$ cat config.mk
export PLATFORM = sky130hd
export DESIGN_NAME = aal5_tx_seg_engine
export DESIGN_NICKNAME = d
export VERILOG_FILES = /design/src/rtl/aal5_tx_seg_engine.sv
export SDC_FILE = /design/constraint.sdc
export NUM_CORES = 1
export LEC_CHECK = 0
export ABC_AREA = 1
export BUFFER_PORTS_ARGS = -buffer_cell sky130_fd_sc_hd__buf_2
export CORE_ASPECT_RATIO = 1.25
export CORE_MARGIN = 2
export CORE_UTILIZATION = 50
export DETAILED_ROUTE_END_ITERATION = 8
export PLACE_DENSITY = 0.76
export SETUP_SLACK_MARGIN = 0.5
export SYNTH_ARGS = -nofsm -noshare
export SYNTH_HDL_FRONTEND = slang
export SYNTH_SLANG_ARGS = --single-unit
$ cat constraint.sdc
create_clock -name clk -period 9 [get_ports clk]
set_input_delay 2.25 -clock clk [delete_from_list [all_inputs] [get_ports clk]]
set_output_delay 2.25 -clock clk [all_outputs]
set_load 0.05 [all_outputs]
$ cat src/rtl/aal5_tx_seg_engine.sv
module aal5_tx_seg_engine #(
  parameter int CELL_BYTES = 48,
  parameter int PKT_W      = 11,
  parameter int BUF_W      = 16,
  parameter int ADDR_W     = 32,
  parameter int CW         = $clog2(CELL_BYTES + 1)
) (
  input  logic              clk,
  input  logic              rst_n,
  input  logic              load_valid,
  output logic              load_ready,
  input  logic              load_soc,
  input  logic              load_eoc,
  input  logic              load_aal,
  input  logic [PKT_W-1:0]  load_pkt_len,
  input  logic [BUF_W-1:0]  load_buf_len,
  input  logic [ADDR_W-1:0] load_ptr,
  input  logic [31:0]       load_hdr,
  input  logic              xfer_valid,
  input  logic [CW-1:0]     xfer_bytes,
  output logic              busy,
  output logic              start_flag,
  output logic [ADDR_W-1:0] cur_ptr,
  output logic [BUF_W-1:0]  buf_left,
  output logic [CW-1:0]     cell_room,
  output logic              cell_valid,
  output logic              cell_last,
  output logic [31:0]       cell_hdr,
  output logic              aal_err,
  output logic              len_mismatch
);

  logic              active, soc_q, eoc_q, aal_q, err_q, mism_q;
  logic [PKT_W-1:0]  pkt_cnt;
  logic [BUF_W-1:0]  buf_cnt;
  logic [ADDR_W-1:0] ptr;
  logic [31:0]       hdr;
  logic [CW-1:0]     fill;

  assign load_ready = !active && !err_q;

  wire              take     = load_valid && load_ready;
  wire              aal_bad  = take && !load_soc && (load_aal != aal_q);
  wire              step     = active && xfer_valid;
  wire [BUF_W-1:0]  buf_nxt  = buf_cnt + BUF_W'(xfer_bytes);
  wire [CW-1:0]     fill_nxt = fill + xfer_bytes;
  wire              buf_end  = step && (buf_nxt == '0);
  wire              last_end = buf_end && eoc_q;
  wire              close    = step && ((fill_nxt == CW'(CELL_BYTES)) || last_end);
  wire [PKT_W-1:0]  pkt_nxt  = pkt_cnt + 1'b1;
  wire [31:0]       hdr_mid  = {4'h0, hdr[27:0]};
  wire [31:0]       hdr_end  = {4'h0, hdr[27:4], hdr[31:29], hdr[28]};

  always_ff @(posedge clk) begin
    if (!rst_n) begin
      active     <= 1'b0;
      soc_q      <= 1'b0;
      eoc_q      <= 1'b0;
      aal_q      <= 1'b0;
      err_q      <= 1'b0;
      mism_q     <= 1'b0;
      pkt_cnt    <= '0;
      buf_cnt    <= '0;
      ptr        <= '0;
      hdr        <= '0;
      fill       <= '0;
      cell_valid <= 1'b0;
      cell_last  <= 1'b0;
      cell_hdr   <= '0;
    end else begin
      cell_valid <= close;
      if (close) begin
        cell_last <= last_end;
        cell_hdr  <= last_end ? hdr_end : hdr_mid;
      end
      if (take) begin
        if (aal_bad) begin
          err_q <= 1'b1;
        end else begin
          active  <= 1'b1;
          ptr     <= load_ptr;
          buf_cnt <= load_buf_len;
          eoc_q   <= load_eoc;
          soc_q   <= load_soc;
          if (load_soc) begin
            hdr     <= load_hdr;
            pkt_cnt <= load_pkt_len;
            aal_q   <= load_aal;
            mism_q  <= 1'b0;
            fill    <= '0;
          end
        end
      end
      if (step) begin
        ptr     <= ptr + ADDR_W'(xfer_bytes);
        buf_cnt <= buf_nxt;
        fill    <= close ? '0 : fill_nxt;
        if (close) pkt_cnt <= pkt_nxt;
        if (buf_end) begin
          active <= 1'b0;
          soc_q  <= 1'b0;
        end
        if (last_end && (pkt_nxt != '0)) mism_q <= 1'b1;
      end
    end
  end

  assign busy         = active;
  assign start_flag   = soc_q;
  assign cur_ptr      = ptr;
  assign buf_left     = '0 - buf_cnt;
  assign cell_room    = CW'(CELL_BYTES) - fill;
  assign aal_err      = err_q;
  assign len_mismatch = mism_q;

  a_r2_ptr_step: assert property (@(posedge clk) disable iff (!rst_n)
    step |=> cur_ptr == $past(ptr + ADDR_W'(xfer_bytes)));

  a_r4_fill_bound: assert property (@(posedge clk) disable iff (!rst_n)
    int'(fill) < CELL_BYTES);

  a_r4_xfer_fits: assert property (@(posedge clk) disable iff (!rst_n)
    step |-> (xfer_bytes <= cell_room) && (BUF_W'(xfer_bytes) <= buf_left));

  a_r5_last_idle: assert property (@(posedge clk) disable iff (!rst_n)
    (cell_valid && cell_last) |-> !busy);

  a_r7_hdr_hold: assert property (@(posedge clk) disable iff (!rst_n)
    !(take && load_soc && !aal_bad) |=> $stable(hdr));

  a_r8_gfc_zero: assert property (@(posedge clk) disable iff (!rst_n)
    cell_valid |-> cell_hdr[31:28] == 4'h0);

  a_r11_err_sticky: assert property (@(posedge clk) disable iff (!rst_n)
    aal_err |=> aal_err && !load_ready);

  a_r12_idle_ptr: assert property (@(posedge clk) disable iff (!rst_n)
    (!busy && !take) |=> $stable(cur_ptr));

endmodule

==> flow_metrics.env, run 1 <==
export IMPL_clock_fmax_ghz=0.197
export IMPL_number_of_buffers_inserted_by_port_buffering=192
export IMPL_critical_path_peak_fanout=53
export IMPL_post_route_period_util_pct=56.4
export IMPL_power_internal_mw=1.23
export IMPL_gr_usage_all_layers_pct=27.2
export IMPL_worstSetupEndpoint="pkt_cnt[9]"
export IMPL_cts_hold_buf=0
export IMPL_tritoncts_clock_tree="done"
export IMPL_worst_hold_path_type="flip-flop to flip-flop"
export IMPL_dpl_hpwl_um=15700
export IMPL_start_point_of_the_critical_path="xfer_bytes[0]"
export IMPL_multi_input_comb_area_um2=4360
export IMPL_total_switching_power_mw=0.698
export IMPL_drt_vias_per_instance=5.38
export IMPL_grt_start_max_net_pins=90
export IMPL_clkLatencyLatePin_ns=0.42
export IMPL_cts_root_to_sink_buffers=2
export IMPL_postSynthRegisterBits=133
export IMPL_ant_nets=0
export IMPL_drc=0
export IMPL_final_hold_viols=0
export IMPL_cts_repair_resize_count=0
export IMPL_leakage_power_total_nw=4.38
export IMPL_grt_first_pass_wirelength_um=35800
export IMPL_reg2reg_slack_ns=5.53
export IMPL_chipWidth_um=115
export IMPL_post_synth_inst_count=1163
export IMPL_setup_total_negative_slack_ns=0
export IMPL_detailedRoute_firstIterationViolations=522
export IMPL_cts_htree_levels=4
export IMPL_path_class="primary input to flip-flop"
export IMPL_worst_reg2reg_path_length_in_cells=8
export IMPL_synth_area_top_cells="sky130_fd_sc_hd__dfxtp_1 35%, sky130_fd_sc_hd__nand2_1 13%, sky130_fd_sc_hd__nor2_1 7.9%"
export IMPL_worst_hold_startpoint="hdr[30]"
export IMPL_crit_path_start_kind="primary input"
export IMPL_cts_made_buffers=17
export IMPL_timing_final_max_slew_violations=0
export IMPL_place_inst=1486
export IMPL_synth_area_per_cell_um2=6.61
export IMPL_die_area_um2=16400
export IMPL_rsz0062_at_grt="no"
export IMPL_design_core_area_um2=15000
export IMPL_io_pins=197
export IMPL_whs_ns=0.456
export IMPL_slew_headroom_pct=27.5
export IMPL_critical_path_reg2reg_endpoint="buf_cnt[4]"
export IMPL_run_status="complete, no violations"
export IMPL_finalWeightedCongestion=0.888
export IMPL_layout_area_overhead_vs_synth_pct=20.5
export IMPL_post_layout_minimum_cycle_time_ns=5.07
export IMPL_synth_cell_area_um2=7680
export IMPL_setup_viol=0
export IMPL_cts_clk_slew_worst_paths_ns=0.06
export IMPL_clkPwrFrac_pct=37.0
export IMPL_netlist_area_leader_share_pct=34.6
export IMPL_synth_top_flop_cell="sky130_fd_sc_hd__dfxtp_1"
export IMPL_wire_per_inst_um=14.7
export IMPL_seq_total_area_yosys_pct=34.6
export IMPL_cp_required_ns=9.30
export IMPL_p_comb_share_pct=27.5
export IMPL_yosys_warnings=0
export IMPL_final_nets=1450
export IMPL_nFillCells=1478
export IMPL_clock_sink_count=133
export IMPL_post_synth_num_cell_types=45
export IMPL_post_layout_nonfiller_instances=1517
export IMPL_arrival_ns=5.38
export IMPL_worst_clock_skew_ns=0.00800
export IMPL_ff_latch_area_um2=2660
export IMPL_cts_setup_buffers=0
export IMPL_crit_reg2reg_launch="busy"
export IMPL_powerDensity_nw_per_um2=208
export IMPL_swShare_pct=36.2
export IMPL_irDropWorstVdd_uv=131
export IMPL_antenna_violations_before_repair=0
export IMPL_root_buffer="sky130_fd_sc_hd__clkbuf_16"
export IMPL_post_synth_top_area_cell="sky130_fd_sc_hd__dfxtp_1"
export IMPL_std_cell_rows=50
export IMPL_number_of_global_route_vias_before_repair=7618
export IMPL_post_route_cells_drive_above_1_share_pct=18.7
export IMPL_power_sequential_fraction_pct=35.5
export IMPL_critical_path_endpoint_type="flip-flop"
export IMPL_tightest_slew_ns=1.09
export IMPL_async_reset_ff_share_pct=0
export IMPL_routed_wirelength_um=22300
export IMPL_number_of_enable_flip_flop_cells_after_synthesis=0
export IMPL_detailroute_via_count=8159
export IMPL_grt_overflow=0
export IMPL_antenna_diode_count=0
export IMPL_height_of_the_die_um=143
export IMPL_dr_pass1_iters=5
export IMPL_maxCapViolCount=0
export IMPL_initial_core_util_pct=51.2
-- layer usage --
metal / track usage, % / up-vias / share of wire [%]
met1: 34.0 / 3665 / 42
met2: 45.9 / 319 / 48
met3: 6.37 / 43 / 7.9
li1: - / 4132 / -
met4: 9.45 / 0 / 2.3
met5: 0 / - / 0
-- per-stage QoR --
| step | utilization (%) | total power, mW | setup slack [ns] | instance area, um^2 |
|---|---|---|---|---|
| 2_1_floorplan | - | 1.09 | 4.41 | 7700 |
| 3_3_place_gp | 57.7 | 1.22 | 3.59 | 8660 |
| 3_5_place_dp | 57.7 | 1.22 | 3.54 | 8660 |
| 4_1_cts | 61.7 | 1.94 | 3.97 | 9260 |
| 5_1_grt | 61.7 | 2.02 | 3.57 | 9260 |
| 6_report | 61.7 | 1.93 | 3.93 | 9260 |
-- worst max-delay path, stage by stage --
cell	delay (ns)
sky130_fd_sc_hd__buf_2	0.12
sky130_fd_sc_hd__ha_1	0.25
sky130_fd_sc_hd__fa_1	0.48
sky130_fd_sc_hd__nand2_1	0.12
sky130_fd_sc_hd__nand3_1	0.17
sky130_fd_sc_hd__nand2_1	0.10
sky130_fd_sc_hd__nand2_1	0.07
sky130_fd_sc_hd__nor2_1	0.17
sky130_fd_sc_hd__nand3_1	0.13
sky130_fd_sc_hd__nor2_2	0.20
sky130_fd_sc_hd__nand3_4	0.23
sky130_fd_sc_hd__nand2_4	0.34
sky130_fd_sc_hd__nand2_4	0.39
sky130_fd_sc_hd__nor2_1	0.24
sky130_fd_sc_hd__nor2_1	0.07
-- layout make-up --
class | count | share of cell area [%]
tap | 182 | 2.46
clock buffer | 19 | 4.89
clock inverter | 12 | 1.67
multi-input combinational | 867 | 47.1
sequential | 133 | 28.7
inverter | 106 | 4.29
timing repair buffer | 198 | 10.9
-- worst min-delay path by stage --
| stage | endpoint | slack, ns | cells past startpoint |
|---|---|---|---|
| final | hdr[30] | 0.46 | 2 |
| after CTS | hdr[30] | 0.46 | 2 |
| after global routing | hdr[30] | 0.48 | 2 |
| after floorplan | hdr[28] | 0.42 | 2 |
| after detailed placement | hdr[30] | 0.44 | 2 |
| after global placement | hdr[30] | 0.43 | 2 |
-- cells in the final DEF (no fill, tap or decap), drive strengths merged, types with 23 or more instances in the layout --
cell type and instances:
nand2 271, buf 198, nor2 166, dfxtp 133, inv 105, nand3 97, a21oi 88, o21ai 82
xor2 35, nor3 23
-- cell usage after synthesis, drive strengths merged (2+ instances only) --
cell,count
nand2,271
nor2,166
dfxtp,133
inv,105
nand3,97
a21oi,88
o21ai,82
clkbuf,36
xor2,35
buf,24
nor3,23
nand4,21
ha,20
a221oi,12
o211ai,9
xnor2,7
a31oi,6
or2,6
fa,3
nor4,3
a211oi,2
mux2i,2
nor3b,2
o221ai,2
-- power by group through the flow --
stage	Sequential, mW	Clock [mW]	Combinational, mW
floorplan	0.741	0	0.350
global placement	0.694	0	0.523
detailed placement	0.695	0	0.528
CTS	0.682	0.722	0.531
global route	0.690	0.749	0.580
finish	0.684	0.714	0.530
-- cells by family (layout without fill, tap and decap cells) --
kind of cell    count (synthesis)  in the layout  share of synthesized area [%]
compound gates                204            204                           14.6
buf+inv                       166            335                           8.78
fa+ha+maj                      23             23                           4.04
other cells                     1              4                         0.0488
flops                         133            133                           34.6
simple gates                  592            592                           32.9
mux                             2              2                          0.261
xor+xnor                       42             42                           4.79
-- sequential cells by signal, indices dropped and copies added, names as in the netlist --
name and flops:
hdr 32, aal_err 1, eoc_q 1, cell_valid 1, len_mismatch 1, cell_hdr 28, busy 1, buf_cnt 16
pkt_cnt 11, cur_ptr 32, aal_q 1, cell_last 1, start_flag 1, fill 6
Power figures use the tool's default switching activity.
==> run 2: changes to the inputs <==
--- a/config.mk
+++ b/config.mk
@@ -9,9 +9,9 @@
 export BUFFER_PORTS_ARGS = -buffer_cell sky130_fd_sc_hd__buf_2
 export CORE_ASPECT_RATIO = 1.25
 export CORE_MARGIN = 2
-export CORE_UTILIZATION = 50
+export CORE_UTILIZATION = 49
 export DETAILED_ROUTE_END_ITERATION = 8
-export PLACE_DENSITY = 0.76
+export PLACE_DENSITY = 0.78
 export SETUP_SLACK_MARGIN = 0.5
 export SYNTH_ARGS = -nofsm -noshare
 export SYNTH_HDL_FRONTEND = slang
==> constraint.sdc (replaced) <==
create_clock -name clk -period 4.2 [get_ports clk]
set_input_delay 1.05 -clock clk [delete_from_list [all_inputs] [get_ports clk]]
set_output_delay 1.05 -clock clk [all_outputs]
set_load 0.05 [all_outputs]
==> run 2 against run 1 <==
  * Global-route usage rose by 0.18 points
  * Sequential share of layout area decreased by 0.30 points
  * Flip-flop and latch count did not move
  * Combinational power increased by 120%
  * Critical path depth shrank 2
  * Critical path type is now flip-flop to primary output
  * Power up 120%
  * Non-clock buffer count is 2 higher
  * Clock power up 120%
  * Worst setup slack got worse by 3.3 ns
  * Die area grew 2.0%
==> flow_metrics.env, run 2 (synthesized netlist as in run 1, its figures left out) <==
export IMPL_run_status="complete, no violations"
export IMPL_clkLatencyLatePin_ns=0.42
export IMPL_irDropWorstVdd_uv=354
export IMPL_drt_vias_per_instance=5.31
export IMPL_antenna_violations_before_repair=1
export IMPL_postLayoutSetupSlackWorst_ns=0.652
export IMPL_io_pins=197
export IMPL_number_of_global_route_vias_before_repair=7784
export IMPL_design_core_area_um2=15400
export IMPL_cp_required_ns=3.15
export IMPL_grt_met1_usage_pct=33.6
export IMPL_cts_clk_slew_worst_paths_ns=0.06
export IMPL_grt_start_max_net_pins=90
export IMPL_detailedRoute_firstIterationViolations=664
export IMPL_arrival_ns=2.50
export IMPL_setup_viol=0
export IMPL_slowest_stage="sky130_fd_sc_hd__dfxtp_1"
export IMPL_tightest_slew_ns=1.02
export IMPL_post_route_cells_drive_above_1_share_pct=19.1
export IMPL_detailroute_via_count=8229
export IMPL_cts_htree_levels=4
export IMPL_powerDensity_nw_per_um2=444
export IMPL_nFillCells=1509
export IMPL_post_layout_minimum_cycle_time_ns=3.55
export IMPL_leakage_power_total_nw=4.38
export IMPL_slew_headroom_pct=31.7
export IMPL_tritoncts_clock_tree="done"
export IMPL_ant_nets=0
export IMPL_dpl_hpwl_um=15900
export IMPL_layout_area_overhead_vs_synth_pct=21.8
export IMPL_groute_layer_met2_usage_pct=46.3
export IMPL_fin_total_pwr_mw=4.16
export IMPL_cts_made_buffers=17
export IMPL_cts_root_to_sink_buffers=2
export IMPL_critical_path_peak_fanout=4
export IMPL_timing_final_max_slew_violations=0
export IMPL_gr_usage_all_layers_pct=27.4
export IMPL_critical_path_endpoint_type="primary output"
export IMPL_clock_fmax_ghz=0.282
export IMPL_maxCapViolCount=0
export IMPL_dr_pass1_iters=5
export IMPL_initial_core_util_pct=49.8
export IMPL_crit_path_start_kind="flip-flop"
export IMPL_die_area_um2=16700
export IMPL_mostFrequentLayoutCells="269 x sky130_fd_sc_hd__nand2_1, 189 x sky130_fd_sc_hd__buf_2, 159 x sky130_fd_sc_hd__nor2_1"
export IMPL_grt_overflow=0
export IMPL_whs_ns=0.457
export IMPL_timing_critical_path_cells="inv_1, ha_1, nand2_1, nor2_1, inv_1, nor3_2, nand2_1, nor2_2, nand3_1, nor2_2, nand3_1, xor2_1, buf_4"
export IMPL_path_buf_inv=3
export IMPL_path_class="flip-flop to primary output"
export IMPL_worst_hold_path_type="flip-flop to flip-flop"
export IMPL_timing_critical_path_max_delay_family="simple AND/OR/NAND/NOR gates"
export IMPL_dp_worst_setup_slack_ns=0.276
export IMPL_routed_wirelength_um=22400
export IMPL_grt_busiest_layer="met2"
export IMPL_cpPeakStageDelay_ns=0.35
export IMPL_setup_total_negative_slack_ns=0
export IMPL_final_hold_viols=0
export IMPL_worst_clock_skew_ns=0.00751
export IMPL_final_nets=1452
export IMPL_height_of_the_die_um=144
export IMPL_finalWeightedCongestion=0.914
export IMPL_root_buffer="sky130_fd_sc_hd__clkbuf_16"
export IMPL_layout_cells_most_common="sky130_fd_sc_hd__nand2_1"
export IMPL_use_met3_pct=6.66
export IMPL_number_of_buffers_inserted_by_port_buffering=192
export IMPL_chipWidth_um=116
export IMPL_clock_sink_count=133
export IMPL_std_cell_rows=51
export IMPL_post_route_period_util_pct=84.5
export IMPL_grt_first_pass_wirelength_um=36600
export IMPL_drc=0
export IMPL_wire_per_inst_um=14.5
export IMPL_rsz0062_at_grt="yes"
-- run 2: changes by cell type in the layout (fill, tap and decap cells not counted), sizes merged --
| cell | previous run | this run |
|---|---|---|
| diode | 0 | 1 |
| clkinvlp | 5 | 3 |
| clkinv | 5 | 3 |
| inv | 105 | 110 |
-- run 2: tightest hold or removal path, cell delays in order (launching register included) --
cell and delay, ns:
sky130_fd_sc_hd__dfxtp_1 0.29, sky130_fd_sc_hd__inv_1 0.06, sky130_fd_sc_hd__a21oi_1 0.06
-- run 2: repair_timing --
item	4_1_cts	5_1_grt
gates resized for setup	2	9
hold buffers	0	0
setup buffers	0	0
setup endpoints to repair	3	43
-- run 2: report_power, final --
group,internal (mW),switching (mW),leakage (nW)
clock,0.937,0.600,0.283
sequential,1.36,0.105,1.09
combinational,0.322,0.831,3.01
total,2.62,1.54,4.38
-- run 2: worst paths after layout --
check	from	depth (start not counted)	slack [ns]	to
setup reg to reg	buf_cnt[0]	16	1.30	cell_hdr[10]
hold / removal	hdr[28]	2	0.46	hdr[28]
setup / recovery	buf_cnt[1]	13	0.65	buf_left[14]
hold reg to reg	hdr[28]	2	0.46	hdr[28]
-- run 2: per-stage QoR --
step | cells | util [%] | instance area (um^2)
floorplan | 1166 | - | 7700
global placement | 1518 | 56.4 | 8710
detailed placement | 1518 | 56.4 | 8710
CTS | 1548 | 60.3 | 9320
global route | 1548 | 60.6 | 9360
finish | 1549 | 60.6 | 9360
-- run 2: layer usage --
layer	vias to the layer above	share of wire (%)
li1	4134	-
met5	-	0
met4	0	2.7
met1	3705	41
met2	341	48
met3	49	7.9
-- run 2: layout make-up --
| cell class | count | area, um^2 | share of cell area [%] |
|---|---|---|---|
| multi-input cells | 867 | 4400 | 47.1 |
| flip-flops and latches | 133 | 2660 | 28.4 |
| repair buffers | 200 | 1030 | 11.0 |
| clock buffers | 17 | 425 | 4.54 |
| inverters | 106 | 398 | 4.25 |
| well taps | 212 | 265 | 2.83 |
| clock inverters | 13 | 174 | 1.86 |
| diodes | 1 | 2.50 | 0.0267 |
==> run 3: changes to the inputs <==
==> constraint.sdc (replaced) <==
create_clock -name clk -period 2.9 [get_ports clk]
set_input_delay 0.725 -clock clk [delete_from_list [all_inputs] [get_ports clk]]
set_output_delay 0.725 -clock clk [all_outputs]
set_load 0.05 [all_outputs]
==> run 3 against run 2 <==
  * The run now ends with setup timing left
  * Utilization up 14 points
  * Highest routed layer is now met5
  * Worst setup slack lost 0.75 ns
  * Routed wire length increased by 23%
  * Die area stayed put
  * Critical endpoint is now buf_left[12]
  * Register-to-register slack worse by 1.4 ns
==> flow_metrics.env, run 3 (synthesized netlist as in run 1, its figures left out) <==
export IMPL_leakage_power_total_nw=5.16
export IMPL_layout_area_overhead_vs_synth_pct=49.1
export IMPL_std_cell_rows=51
export IMPL_post_layout_minimum_cycle_time_ns=2.99
export IMPL_height_of_the_die_um=144
export IMPL_number_of_global_route_vias_before_repair=8529
export IMPL_arrival_ns=2.27
export IMPL_clock_sink_count=133
export IMPL_final_hold_viols=0
export IMPL_clock_fmax_ghz=0.334
export IMPL_run_status="finished, violations left"
export IMPL_root_buffer="sky130_fd_sc_hd__clkbuf_16"
export IMPL_post_route_cells_drive_above_1_share_pct=35.4
export IMPL_chipWidth_um=116
export IMPL_ant_nets=0
export IMPL_setup_total_negative_slack_ns=-0.920
export IMPL_design_core_area_um2=15400
export IMPL_slew_headroom_pct=49.0
export IMPL_tightest_slew_ns=0.764
export IMPL_grt_start_max_net_pins=62
export IMPL_irDropWorstVdd_uv=375
export IMPL_layout_cells_most_common="sky130_fd_sc_hd__nand2_1"
export IMPL_cts_root_to_sink_buffers=2
export IMPL_final_nets=1559
export IMPL_detailedRoute_firstIterationViolations=595
export IMPL_detailroute_via_count=9104
export IMPL_initial_core_util_pct=49.8
export IMPL_rsz0062_at_grt="yes"
export IMPL_grt_overflow=0
export IMPL_cts_htree_levels=4
export IMPL_postLayoutSetupSlackWorst_ns=-0.0944
export IMPL_finalWeightedCongestion=0.931
export IMPL_number_of_buffers_inserted_by_port_buffering=192
export IMPL_cp_required_ns=2.17
export IMPL_gr_usage_all_layers_pct=31.4
export IMPL_setup_viol=29
export IMPL_nFillCells=1196
export IMPL_worst_clock_skew_ns=0.0108
export IMPL_violated_checks="setup timing"
export IMPL_place_inst=1573
export IMPL_mostFrequentLayoutCells="240 x sky130_fd_sc_hd__nand2_1, 175 x sky130_fd_sc_hd__buf_2, 148 x sky130_fd_sc_hd__nor2_1"
export IMPL_worst_hold_path_type="flip-flop to flip-flop"
export IMPL_dpl_hpwl_um=17000
export IMPL_clkLatencyLatePin_ns=0.43
export IMPL_path_class="flip-flop to primary output"
export IMPL_crit_path_start_kind="flip-flop"
export IMPL_drt_vias_per_instance=5.49
export IMPL_drc=0
export IMPL_die_area_um2=16700
export IMPL_io_pins=197
export IMPL_critical_path_peak_fanout=2
export IMPL_grt_first_pass_wirelength_um=41100
export IMPL_tritoncts_clock_tree="done"
export IMPL_powerDensity_nw_per_um2=573
export IMPL_routed_wirelength_um=27500
export IMPL_post_layout_nonfiller_instances=1657
export IMPL_postLayoutCoreUtil_pct=74.2
export IMPL_cts_clk_slew_worst_paths_ns=0.07
export IMPL_timing_final_max_slew_violations=0
export IMPL_maxCapViolCount=0
export IMPL_cts_made_buffers=17
export IMPL_post_route_period_util_pct=103
export IMPL_dr_pass1_iters=5
export IMPL_cts_hold_buf=0
export IMPL_critical_path_endpoint_type="primary output"
export IMPL_wire_per_inst_um=16.6
export IMPL_antenna_violations_before_repair=2
[run 3: worst paths after layout]
| check | from | to | slack, ns | cells past startpoint |
|---|---|---|---|---|
| setup / recovery | buf_cnt[1] | buf_left[12] | -0.09 | 13 |
| hold / removal | aal_err | aal_err | 0.46 | 2 |
| setup reg to reg | buf_cnt[0] | cell_hdr[22] | -0.07 | 20 |
| hold reg to reg | aal_err | aal_err | 0.46 | 2 |
[run 3: power by group]
part	switching, mW	internal (mW)	total [mW]
combinational	1.42	0.863	2.28
clock	0.874	1.26	2.13
sequential	0.178	1.97	2.15
[run 3: through the flow]
step | hold WS, ns | area (um^2) | total power, mW | setup WS, ns
floorplan | 0.425 | 7960 | 3.48 | 0.165
global placement | 0.436 | 9410 | 4.00 | -0.108
detailed placement | 0.447 | 9410 | 4.03 | -0.193
CTS | 0.456 | 11000 | 6.40 | -0.181
global route | 0.482 | 11500 | 6.84 | -0.255
finish | 0.462 | 11500 | 6.57 | -0.0944
[run 3: repair_timing]
item,in CTS,in global routing
pin swaps,40,46
endpoints found under the setup margin,64,77
resized for setup,131,92
endpoints found under the hold margin,0,0
gates cloned,11,2
buffers inserted,29,10
[run 3: final cells by class]
class                   count  area [um^2]  share of cell area (%)
repair buffers            306         2330                    20.4
multi-input cells         868         5220                    45.6
clock buffers              19          433                    3.78
well taps                 212          265                    2.32
inverters                 106          400                    3.49
flip-flops and latches    133         2670                    23.3
diodes                      1         2.50                  0.0218
clock inverters            12          134                    1.17
[run 3: worst max-delay path: stages, from the launching register on]
cell                      delay [ns]
sky130_fd_sc_hd__dfxtp_2        0.33
sky130_fd_sc_hd__inv_4          0.07
sky130_fd_sc_hd__ha_4           0.14
sky130_fd_sc_hd__nand2_2        0.07
sky130_fd_sc_hd__nor2_4         0.10
sky130_fd_sc_hd__inv_2          0.05
sky130_fd_sc_hd__nor3_4         0.14
sky130_fd_sc_hd__nand2_1        0.09
sky130_fd_sc_hd__nor2_2         0.12
sky130_fd_sc_hd__nand3_2        0.11
sky130_fd_sc_hd__nor2_4         0.17
sky130_fd_sc_hd__buf_6          0.13
sky130_fd_sc_hd__xor2_4         0.14
sky130_fd_sc_hd__buf_6          0.17
[run 3: per-layer routing]
layer / vias up / track usage (%) / routed length (um)
li1: 4348 / - / -
met1: 4246 / 35.9 / 10500
met2: 425 / 55.3 / 13900
met3: 83 / 7.92 / 2100
met4: 2 / 13.2 / 969
met5: - / 0 / 13
